[config.mk]
export PLATFORM = sky130hd
export DESIGN_NAME = corr_readout_bank
export DESIGN_NICKNAME = d
export VERILOG_FILES = /design/src/rtl/corr_rb_pkg.sv /design/src/rtl/corr_rb_decode.sv /design/src/rtl/corr_rb_store.sv /design/src/rtl/corr_rb_status.sv /design/src/rtl/corr_readout_bank.sv
export SDC_FILE = /design/constraint.sdc
export NUM_CORES = 2
export LEC_CHECK = 0
export BUFFER_PORTS_ARGS = -buffer_cell sky130_fd_sc_hd__buf_2
export CAP_MARGIN = 5
export CORE_AREA = 8 8 312 314
export DETAILED_ROUTE_END_ITERATION = 7
export DIE_AREA = 0 0 320 322
export MAX_ROUTING_LAYER = met4
export PLACE_DENSITY = 0.64
export SLEW_MARGIN = 10
export SYNTH_ARGS = -nofsm -noshare
export SYNTH_HDL_FRONTEND = slang
export SYNTH_HIERARCHICAL = 1
export SYNTH_SLANG_ARGS = --single-unit
[constraint.sdc]
create_clock -name clk -period 3.1 [get_ports clk]
set_input_delay 0.31 -clock clk [delete_from_list [all_inputs] [get_ports clk]]
set_output_delay 0.31 -clock clk [all_outputs]
set_load 0.02 [all_outputs]
[src/rtl/corr_rb_pkg.sv]
package corr_rb_pkg;
   // Word select within a channel group; offset 3 is the final word of a group
   typedef enum logic [1:0] {
      F_I_TRK = 2'd0,
      F_Q_TRK = 2'd1,
      F_I_PRM = 2'd2,
      F_Q_PRM = 2'd3
   } corr_field_e;

   localparam int WORDS_PER_CH = 4;
endpackage

[src/rtl/corr_rb_decode.sv]
module corr_rb_decode
   import corr_rb_pkg::*;
#(
   parameter int          NUM_CH    = 12,
   parameter int          ADDR_W    = 8,
   parameter int          CH_W      = 4,
   parameter logic [7:0]  BASE_ADDR = 8'h84
) (
   input  logic              rd_en,
   input  logic [ADDR_W-1:0] rd_addr,
   output logic              hit,
   output logic [CH_W-1:0]   ch_sel,
   output corr_field_e       fld_sel,
   output logic [NUM_CH-1:0] clr_vec
);
   localparam int SPAN = NUM_CH * WORDS_PER_CH;

   logic [ADDR_W:0] off_full;

   always_comb begin
      off_full = {1'b0, rd_addr} - (ADDR_W+1)'(BASE_ADDR);
      hit      = !off_full[ADDR_W] && (off_full < (ADDR_W+1)'(SPAN));
      ch_sel   = hit ? off_full[CH_W+1:2] : '0;
      fld_sel  = corr_field_e'(off_full[1:0]);
   end

   for (genvar g = 0; g < NUM_CH; g++) begin : g_clr
      assign clr_vec[g] = rd_en && hit && (fld_sel == F_Q_PRM) && (ch_sel == CH_W'(g));
   end
endmodule

[src/rtl/corr_rb_store.sv]
module corr_rb_store
   import corr_rb_pkg::*;
#(
   parameter int NUM_CH = 12,
   parameter int ACC_W  = 16
) (
   input  logic                                      clk,
   input  logic                                      rst_n,
   input  logic [NUM_CH-1:0]                         dump_vec,
   input  logic [NUM_CH*ACC_W-1:0]                   dump_i_trk,
   input  logic [NUM_CH*ACC_W-1:0]                   dump_q_trk,
   input  logic [NUM_CH*ACC_W-1:0]                   dump_i_prm,
   input  logic [NUM_CH*ACC_W-1:0]                   dump_q_prm,
   output logic [NUM_CH-1:0][WORDS_PER_CH-1:0][ACC_W-1:0] acc_q
);
   for (genvar g = 0; g < NUM_CH; g++) begin : g_ch
      always_ff @(posedge clk) begin
         if (!rst_n) begin
            acc_q[g] <= '0;
         end else if (dump_vec[g]) begin
            acc_q[g][F_I_TRK] <= dump_i_trk[g*ACC_W +: ACC_W];
            acc_q[g][F_Q_TRK] <= dump_q_trk[g*ACC_W +: ACC_W];
            acc_q[g][F_I_PRM] <= dump_i_prm[g*ACC_W +: ACC_W];
            acc_q[g][F_Q_PRM] <= dump_q_prm[g*ACC_W +: ACC_W];
         end
      end
   end
endmodule

[src/rtl/corr_rb_status.sv]
module corr_rb_status #(
   parameter int NUM_CH = 12
) (
   input  logic              clk,
   input  logic              rst_n,
   input  logic [NUM_CH-1:0] dump_vec,
   input  logic [NUM_CH-1:0] clr_vec,
   input  logic              int_ack,
   output logic [NUM_CH-1:0] new_data,
   output logic              accum_int
);
   always_ff @(posedge clk) begin
      if (!rst_n) begin
         new_data  <= '0;
         accum_int <= 1'b0;
      end else begin
         // set after clear: a dump wins over a same-cycle read clear
         new_data  <= (new_data & ~clr_vec) | dump_vec;
         accum_int <= (accum_int && !int_ack) || (|dump_vec);
      end
   end

   for (genvar g = 0; g < NUM_CH; g++) begin : g_chk
      p_dump_sets_r4: assert property (@(posedge clk) disable iff (!rst_n)
         dump_vec[g] |=> new_data[g]);
      p_rise_needs_dump_r4: assert property (@(posedge clk) disable iff (!rst_n)
         !new_data[g] ##1 new_data[g] |-> $past(dump_vec[g]));
      p_qprm_clears_r6: assert property (@(posedge clk) disable iff (!rst_n)
         clr_vec[g] && !dump_vec[g] |=> !new_data[g]);
      p_dump_wins_r7: assert property (@(posedge clk) disable iff (!rst_n)
         clr_vec[g] && dump_vec[g] |=> new_data[g]);
   end

   p_int_on_dump_r5: assert property (@(posedge clk) disable iff (!rst_n)
      (|dump_vec) |=> accum_int);
   p_ack_clears_r8: assert property (@(posedge clk) disable iff (!rst_n)
      int_ack && !(|dump_vec) |=> !accum_int);
   p_ack_keeps_status_r8: assert property (@(posedge clk) disable iff (!rst_n)
      int_ack && !(|dump_vec) && !(|clr_vec) |=> $stable(new_data));
endmodule

[src/rtl/corr_readout_bank.sv]
module corr_readout_bank
   import corr_rb_pkg::*;
#(
   parameter int          NUM_CH    = 12,
   parameter int          ACC_W     = 16,
   parameter int          ADDR_W    = 8,
   parameter logic [7:0]  BASE_ADDR = 8'h84
) (
   input  logic                    clk,
   input  logic                    rst_n,
   input  logic [NUM_CH-1:0]       dump_vec,
   input  logic [NUM_CH*ACC_W-1:0] dump_i_trk,
   input  logic [NUM_CH*ACC_W-1:0] dump_q_trk,
   input  logic [NUM_CH*ACC_W-1:0] dump_i_prm,
   input  logic [NUM_CH*ACC_W-1:0] dump_q_prm,
   input  logic                    rd_en,
   input  logic [ADDR_W-1:0]       rd_addr,
   input  logic                    int_ack,
   output logic [ACC_W-1:0]        rd_data,
   output logic                    rd_valid,
   output logic                    rd_err,
   output logic [NUM_CH-1:0]       new_data,
   output logic                    accum_int
);
   localparam int CH_W = (NUM_CH > 1) ? $clog2(NUM_CH) : 1;
   localparam int SPAN = NUM_CH * WORDS_PER_CH;

   // elaboration-time parameter checks
   if (NUM_CH < 1) begin : g_bad_ch
      $error("NUM_CH must be at least 1");
   end
   if (ACC_W < 2) begin : g_bad_w
      $error("ACC_W must be at least 2");
   end
   if (ADDR_W > 8 || ADDR_W < CH_W + 2) begin : g_bad_aw
      $error("ADDR_W must lie between CH_W+2 and 8");
   end
   if (BASE_ADDR[1:0] != 2'b00) begin : g_bad_align
      $error("BASE_ADDR must be aligned to a channel group");
   end
   if (int'(BASE_ADDR) + SPAN > (1 << ADDR_W)) begin : g_bad_span
      $error("result window exceeds the address space");
   end

   logic                                          hit;
   logic [CH_W-1:0]                               ch_sel;
   corr_field_e                                   fld_sel;
   logic [NUM_CH-1:0]                             clr_vec;
   logic [NUM_CH-1:0][WORDS_PER_CH-1:0][ACC_W-1:0] acc_q;

   corr_rb_decode #(
      .NUM_CH(NUM_CH), .ADDR_W(ADDR_W), .CH_W(CH_W), .BASE_ADDR(BASE_ADDR)
   ) u_dec (
      .rd_en(rd_en), .rd_addr(rd_addr), .hit(hit),
      .ch_sel(ch_sel), .fld_sel(fld_sel), .clr_vec(clr_vec)
   );

   corr_rb_store #(.NUM_CH(NUM_CH), .ACC_W(ACC_W)) u_store (
      .clk(clk), .rst_n(rst_n), .dump_vec(dump_vec),
      .dump_i_trk(dump_i_trk), .dump_q_trk(dump_q_trk),
      .dump_i_prm(dump_i_prm), .dump_q_prm(dump_q_prm),
      .acc_q(acc_q)
   );

   corr_rb_status #(.NUM_CH(NUM_CH)) u_stat (
      .clk(clk), .rst_n(rst_n), .dump_vec(dump_vec), .clr_vec(clr_vec),
      .int_ack(int_ack), .new_data(new_data), .accum_int(accum_int)
   );

   always_ff @(posedge clk) begin
      if (!rst_n) begin
         rd_data  <= '0;
         rd_valid <= 1'b0;
         rd_err   <= 1'b0;
      end else begin
         rd_valid <= rd_en && hit;
         rd_err   <= rd_en && !hit;
         if (rd_en) begin
            rd_data <= hit ? acc_q[ch_sel][fld_sel] : '0;
         end
      end
   end

   p_legal_read_r2: assert property (@(posedge clk) disable iff (!rst_n)
      rd_en && hit |=> rd_valid && !rd_err);
   p_pulses_exclusive_r2: assert property (@(posedge clk) disable iff (!rst_n)
      !(rd_valid && rd_err));
   p_illegal_read_r3: assert property (@(posedge clk) disable iff (!rst_n)
      rd_en && !hit |=> rd_err && !rd_valid && (rd_data == '0));
   p_err_one_cycle_r3: assert property (@(posedge clk) disable iff (!rst_n)
      rd_err && !$past(rd_en && !hit, 1) |-> 1'b0);
   p_no_read_no_pulse_r9: assert property (@(posedge clk) disable iff (!rst_n)
      !rd_en |=> !rd_valid && !rd_err);
endmodule

[After elaboration in Yosys (flattened, before gate mapping)]
Index checks and enable logic that the tools add are counted.
Storage, ports and cells
  memories: 0
  bits in latches: 0
  bits of input ports: 792
  bits in read-only memories: 0
  memory bits (writable): 0
  register bits: 799
  output and inout bits: 31
  logic and storage cells: 101
Cells by class
  bitwise operators: 3
  shift-type cells: 0
  $add $sub $neg: 1
  $lt $le $gt $ge: 3
  equality and inequality tests: 12
  $mul: 0
  div/mod/pow operators: 0
  mux-type cells: 6
  reductions and logical operators: 23
Operator list (number)
  binary-select mux 64 bit (select 4 bit): 1
  2-to-1 mux 64 bit: 1
  binary-select mux 16 bit (select 2 bit): 1
  2-to-1 mux 16 bit: 2
  logical AND 1 bit: 17
  == test 4 x 3 -> 1 bit (second input constant): 4
  == test 4 bit (second input constant): 4
  bitwise AND 12 bit: 1
  NOT 12 bit: 1
  bitwise OR 12 bit: 1
  OR reduction 12 bit: 1
  < comparator 9 x 6 -> 1 bit (second input constant): 1
  subtractor 8 x 8 -> 9 bit (second input constant): 1
  == test 4 x 2 -> 1 bit (second input constant): 2
  < comparator 4 x 5 -> 1 bit (second input constant): 1
  == test 4 x 1 -> 1 bit (second input constant): 1
  logical NOT 4 bit: 1
  2-to-1 mux 4 bit: 1
  logical NOT 1 bit: 3
  < comparator 2 x 3 -> 1 bit (second input constant): 1
  == test 2 bit (second input constant): 1
  logical OR 1 bit: 1

[Depth between registers and ports, before layout]
  depth in word-level cells: 9
  gate-level depth with buffers: 17
  depth with buffers taken out: 11

[Modules after synthesis]
Netlist, hierarchy kept.
By module, submodules not included
  corr_rb_store: cells each 2473, instances 1, area an instance 29100.4 sq um, seq. area each 15374.7 sq um
  corr_readout_bank: cells each 806, instances 1, area an instance 7452.1 sq um, seq. area each 360.3 sq um
  corr_rb_status: cells each 44, instances 1, area an instance 483.0 sq um, seq. area each 260.2 sq um
  corr_rb_decode: cells each 50, instances 1, area an instance 369.1 sq um, seq. area each 0.0 sq um

[Worst setup path after synthesis]
Ideal clock, no wire load.
  path type: in2reg
  start: input rd_addr[2]
  end: register rd_data[0]
  stages on the path: 14
  buffers on the path: 4
  arrival: 2.654 ns
  setup slack: 0.331 ns
  required time: 2.985 ns
  setup time: 0.115 ns
  cells stage by stage: inv_1 -> ha_1 -> nor3b_2 -> a21oi_1 -> o22a_1 -> buf_6 -> buf_12 -> nor3_1 -> buf_4 -> buf_4 -> mux4_2 -> mux2i_1 -> o21ai_0 -> o21a_1
On the way
  cells in the longest elaborated chain, start to end: 9
  elaborated cells between the ends (all ways): 10
  classes of those cells: add/sub (1); order compare (1); mux (6); reduce/logical (2)
Ends and longest elaborated chain
  start, declared: line corr_readout_bank.sv:17  | input logic [ADDR_W-1:0] rd_addr,
  subtractor 8 x 8 -> 9 bit (*): line corr_rb_decode.sv:21  | off_full = {1'b0, rd_addr} - (ADDR_W+1)'(BASE_ADDR);
  < comparator 9 x 6 -> 1 bit / logical NOT 1 bit (equally long branches): line corr_rb_decode.sv:22  | hit = !off_full[ADDR_W] && (off_full < (ADDR_W+1)'(SPAN));
  logical AND 1 bit: line corr_rb_decode.sv:22
  2-to-1 mux 4 bit (*): line corr_rb_decode.sv:23  | ch_sel = hit ? off_full[CH_W+1:2] : '0;
  named net ch_sel[0]: line corr_readout_bank.sv:46  | logic [CH_W-1:0] ch_sel;
  binary-select mux 64 bit (select 4 bit) (*): line corr_readout_bank.sv:79  | rd_data <= hit ? acc_q[ch_sel][fld_sel] : '0;
  2-to-1 mux 64 bit (implied by the code) (*): line corr_readout_bank.sv:79
  binary-select mux 16 bit (select 2 bit) (*): line corr_readout_bank.sv:79
  2-to-1 mux 16 bit (implied by the code) (*): line corr_readout_bank.sv:79
  2-to-1 mux 16 bit (*): line corr_readout_bank.sv:79
  end signal, assigned: line corr_readout_bank.sv:79
  end, declared: line corr_readout_bank.sv:19  | output logic [ACC_W-1:0] rd_data,
Mark *: on every way through the listed nets, which the timed path passes. The rest lies on a longest branch. The select of a mux whose other input is x is not followed.
A chain may end at the register's enable or synchronous reset.

[Worst setup path after layout]
  start: input rd_addr[2]
  end: register rd_data[8]
The elaborated chain is that of the path after synthesis.

==> results.yml <==
run_status:
  outcome: "finished clean"
timing:
  tightest_slew_ps: 764.9
  setup_violations: 0
  fin_crit_ps: 2981
  fin_worst_skew_ps: 19.42
  slew_viol_final: 0
  fmax_mhz: 335.4
  fin_ws_ps: 118.7
  finalCritPeriodShare_pct: 96.17
  hold_viol_final: 0
  grt_setup_unrepaired: "no"
  maxSlewHeadroom_pct: 49.01
grt:
  track_usage_pct: 30.67
  grt_start_max_net_pins: 156
  grt_pass1_wl_um: 232000
  gr-total-overflow: 0
  antenna_found_initial: 40
  grt_pass1_vias: 35011
layout:
  multi_input_area_um2: 19400
  fillers: 7514
  instances_no_fill: 6295
  area_delta_synth_final_pct: 44.86
  drive_gt1_share_pct: 24.52
  final-seq-area_um2: 16000
  fin_nets: 5788
routing:
  vias_per_cell: 5.206
  drt_wl_total_um: 160900
  ant_nets: 0
  first_pass_iters: 5
  vias: 32770
  wl_per_cell_um: 25.56
  drtIter0Drc: 2726
  drc: 0
clock_network:
  cts_buffer_depth: 3
  clk_pin_slew_worst_paths_ps: 60
  clock_sinks: 799
  clock_latency_ps: 680
  cts_tree: "yes"
  cts_buffers: 90
  root_buffer: "clkbuf_16"
  htree_levels: 3
  post_cts_buffers: 0
critical_path:
  worstPathCellList: "buf_2, inv_1, ha_1, nor3b_2, a21oi_1, o22a_1, nor3_2, buf_4, buf_12, buf_12, buf_4, mux2i_1, a22oi_1, nand3_1, nand4_1, o21a_1"
  end_kind: "flop"
  crit_type: "in -> reg"
  crit_path_max_fanout: 34
  crit_buf_inv: 6
  critPathTopFamily: "buffers and inverters"
  cp.required_ps: 3660
  slowest_delay_ps: 330
  slowest_stage: "nor3_2"
  critical_path_arrival_ps: 3540
  setup.worst_path.start_class: "input pin"
yosys:
  synth_cell_types: 48
  synthArstFlopShare_pct: 0
  synthesis.area_um2: 37400
  ys_ff_latch: 799
  ys_top_cells_by_area: "dfxtp_1 43%, mux2i_1 28%, nor2b_1 13%"
  synth_edf_count: 0
  synth_warnings: 6
  avgSynthCellArea_um2: 11.09
  synth_top_area_share_pct: 42.76
  syn-num-nets: 4166
  synthFlopType: "dfxtp_1"
  synth_top_cell_by_area: "dfxtp_1"
  synthCells: 3373
  yosysSeqAreaShare_pct: 42.76
floorplan:
  row_count: 112
  chipWidth_um: 320
  initial_core_util_pct: 40.44
  coreArea_um2: 92490
  dieHeight_um: 322
  io_pins: 823
  dieArea_um2: 103000
placed_design:
  dp_hpwl_um: 109800
  dpl.cell_count: 5318
  gp_congestion: 0.9112
  dp_slack_ps: -445.2
  io_buffers: 822
power_and_ir_drop:
  p_leak_uw: 0.02353
  power.density_nw_per_um2: 491.6
  peakVddDrop_uv: 401.8
hold_path:
  hold_path_class: "in -> reg"
run:
  maxCapViolations: 0
[metrics by stage]
stage          power, uW  TNS (ps)  cell area, um^2  hold WS (ps)  utilization [%]
2_1_floorplan      13560         0            37400         422.6                -
3_3_place_gp       15130     -6757            43310         490.2            46.83
3_5_place_dp       15180     -5312            43310         497.2            46.83
4_1_cts            26680         0            54090         136.0            58.48
5_1_grt            27520         0            54180         174.1            58.58
6_report           26640         0            54180         191.6            58.58
[per-layer routing]
layer	vias up	part of all wire, %	global-route usage (%)
met4	0	6.3	17.48
met3	519	5.6	5.456
met2	1457	47	48.98
met1	15697	41	36.47
met5	-	0	-
li1	15097	-	-
[flip-flops by register name, summed over array words and instances, names as in the netlist]
signal            cells
rd_valid              1
u_store/acc_q       768
rd_err                1
rd_data              16
u_stat/new_data      12
u_stat/accum_int      1
[Yosys cell counts, drive strengths merged, types with 16 or more instances]
cell	instances
inv	20
nor2b	785
nand2	22
a32oi	16
nand3	34
nor2	23
a31oi	16
nand4	33
o21a	28
buf	234
mux4	64
o21ai	33
a21oi	18
clkbuf	40
dfxtp	799
mux2i	1056
a22oi	112
[area by class of cell]
class | instances | area share (%)
Multi-Input combinational cell | 2279 | 35.80
Sequential cell | 799 | 29.52
Timing Repair Buffer | 1804 | 26.15
Clock buffer | 134 | 4.905
Tap cell | 1197 | 2.764
Clock inverter | 24 | 0.5404
Antenna cell | 37 | 0.1709
Inverter | 21 | 0.1455
[layout by cell type (no fill, tap or decap), types with 24 or more instances in the layout]
cell,Yosys,final
nand3_1,34,34
a22oi_1,112,112
o21a_1,28,28
buf_12,2,55
clkbuf_16,0,90
dfxtp_1,799,799
buf_4,70,157
mux4_2,63,63
mux2i_1,1056,1056
o21ai_0,28,28
dlygate4sd3_1,0,782
nand4_1,33,33
clkbuf_8,0,24
nor2b_1,785,783
buf_2,90,809
diode_2,0,37
[worst register-to-register path, stage by stage, from the launching register on]
cell	delay, ps
dfxtp_1	330
mux4_2	520
mux2i_1	290
o21ai_0	310
buf_4	260
o21a_1	100
[cells by family (layout without fill, tap and decap cells)]
kind of cell / count (synthesis) / count (layout) / synth area share [%]
adders and majority gates: 1 / 1 / 0.03345
other: 0 / 37 / 0
xor gates and xnor gates: 3 / 3 / 0.07026
buffers and inverters: 295 / 1983 / 5.496
muxes: 1120 / 1120 / 32.12
AOI/OAI and AO/OA: 225 / 225 / 4.191
DFF: 799 / 799 / 42.76
and+or+nand+nor: 930 / 930 / 15.32
[worst paths after layout]
path | start | to | slack [ps] | cells past startpoint
setup / recovery | rd_addr[2] | rd_data[8] | 120 | 16
hold / removal | rd_addr[5] | u_stat/new_data[8] | 190 | 5
setup reg to reg | u_store/acc_q[735] | rd_data[15] | 1190 | 5
hold reg to reg | u_store/acc_q[599] | u_store/acc_q[599] | 510 | 2
[what timing repair did]
item | CTS | global route
hold buffers | 782 | 0
gates resized for setup | 0 | 0
endpoints found under the hold margin | 770 | 0
[power breakdown]
part           switching, uW  internal (uW)  total [uW]
sequential               384          10900       11300
clock                   4560           6190       10800
combinational           2160           2460        4620
total                   7100          19500       26600
No activity file was read; power rests on OpenSTA's default activity.
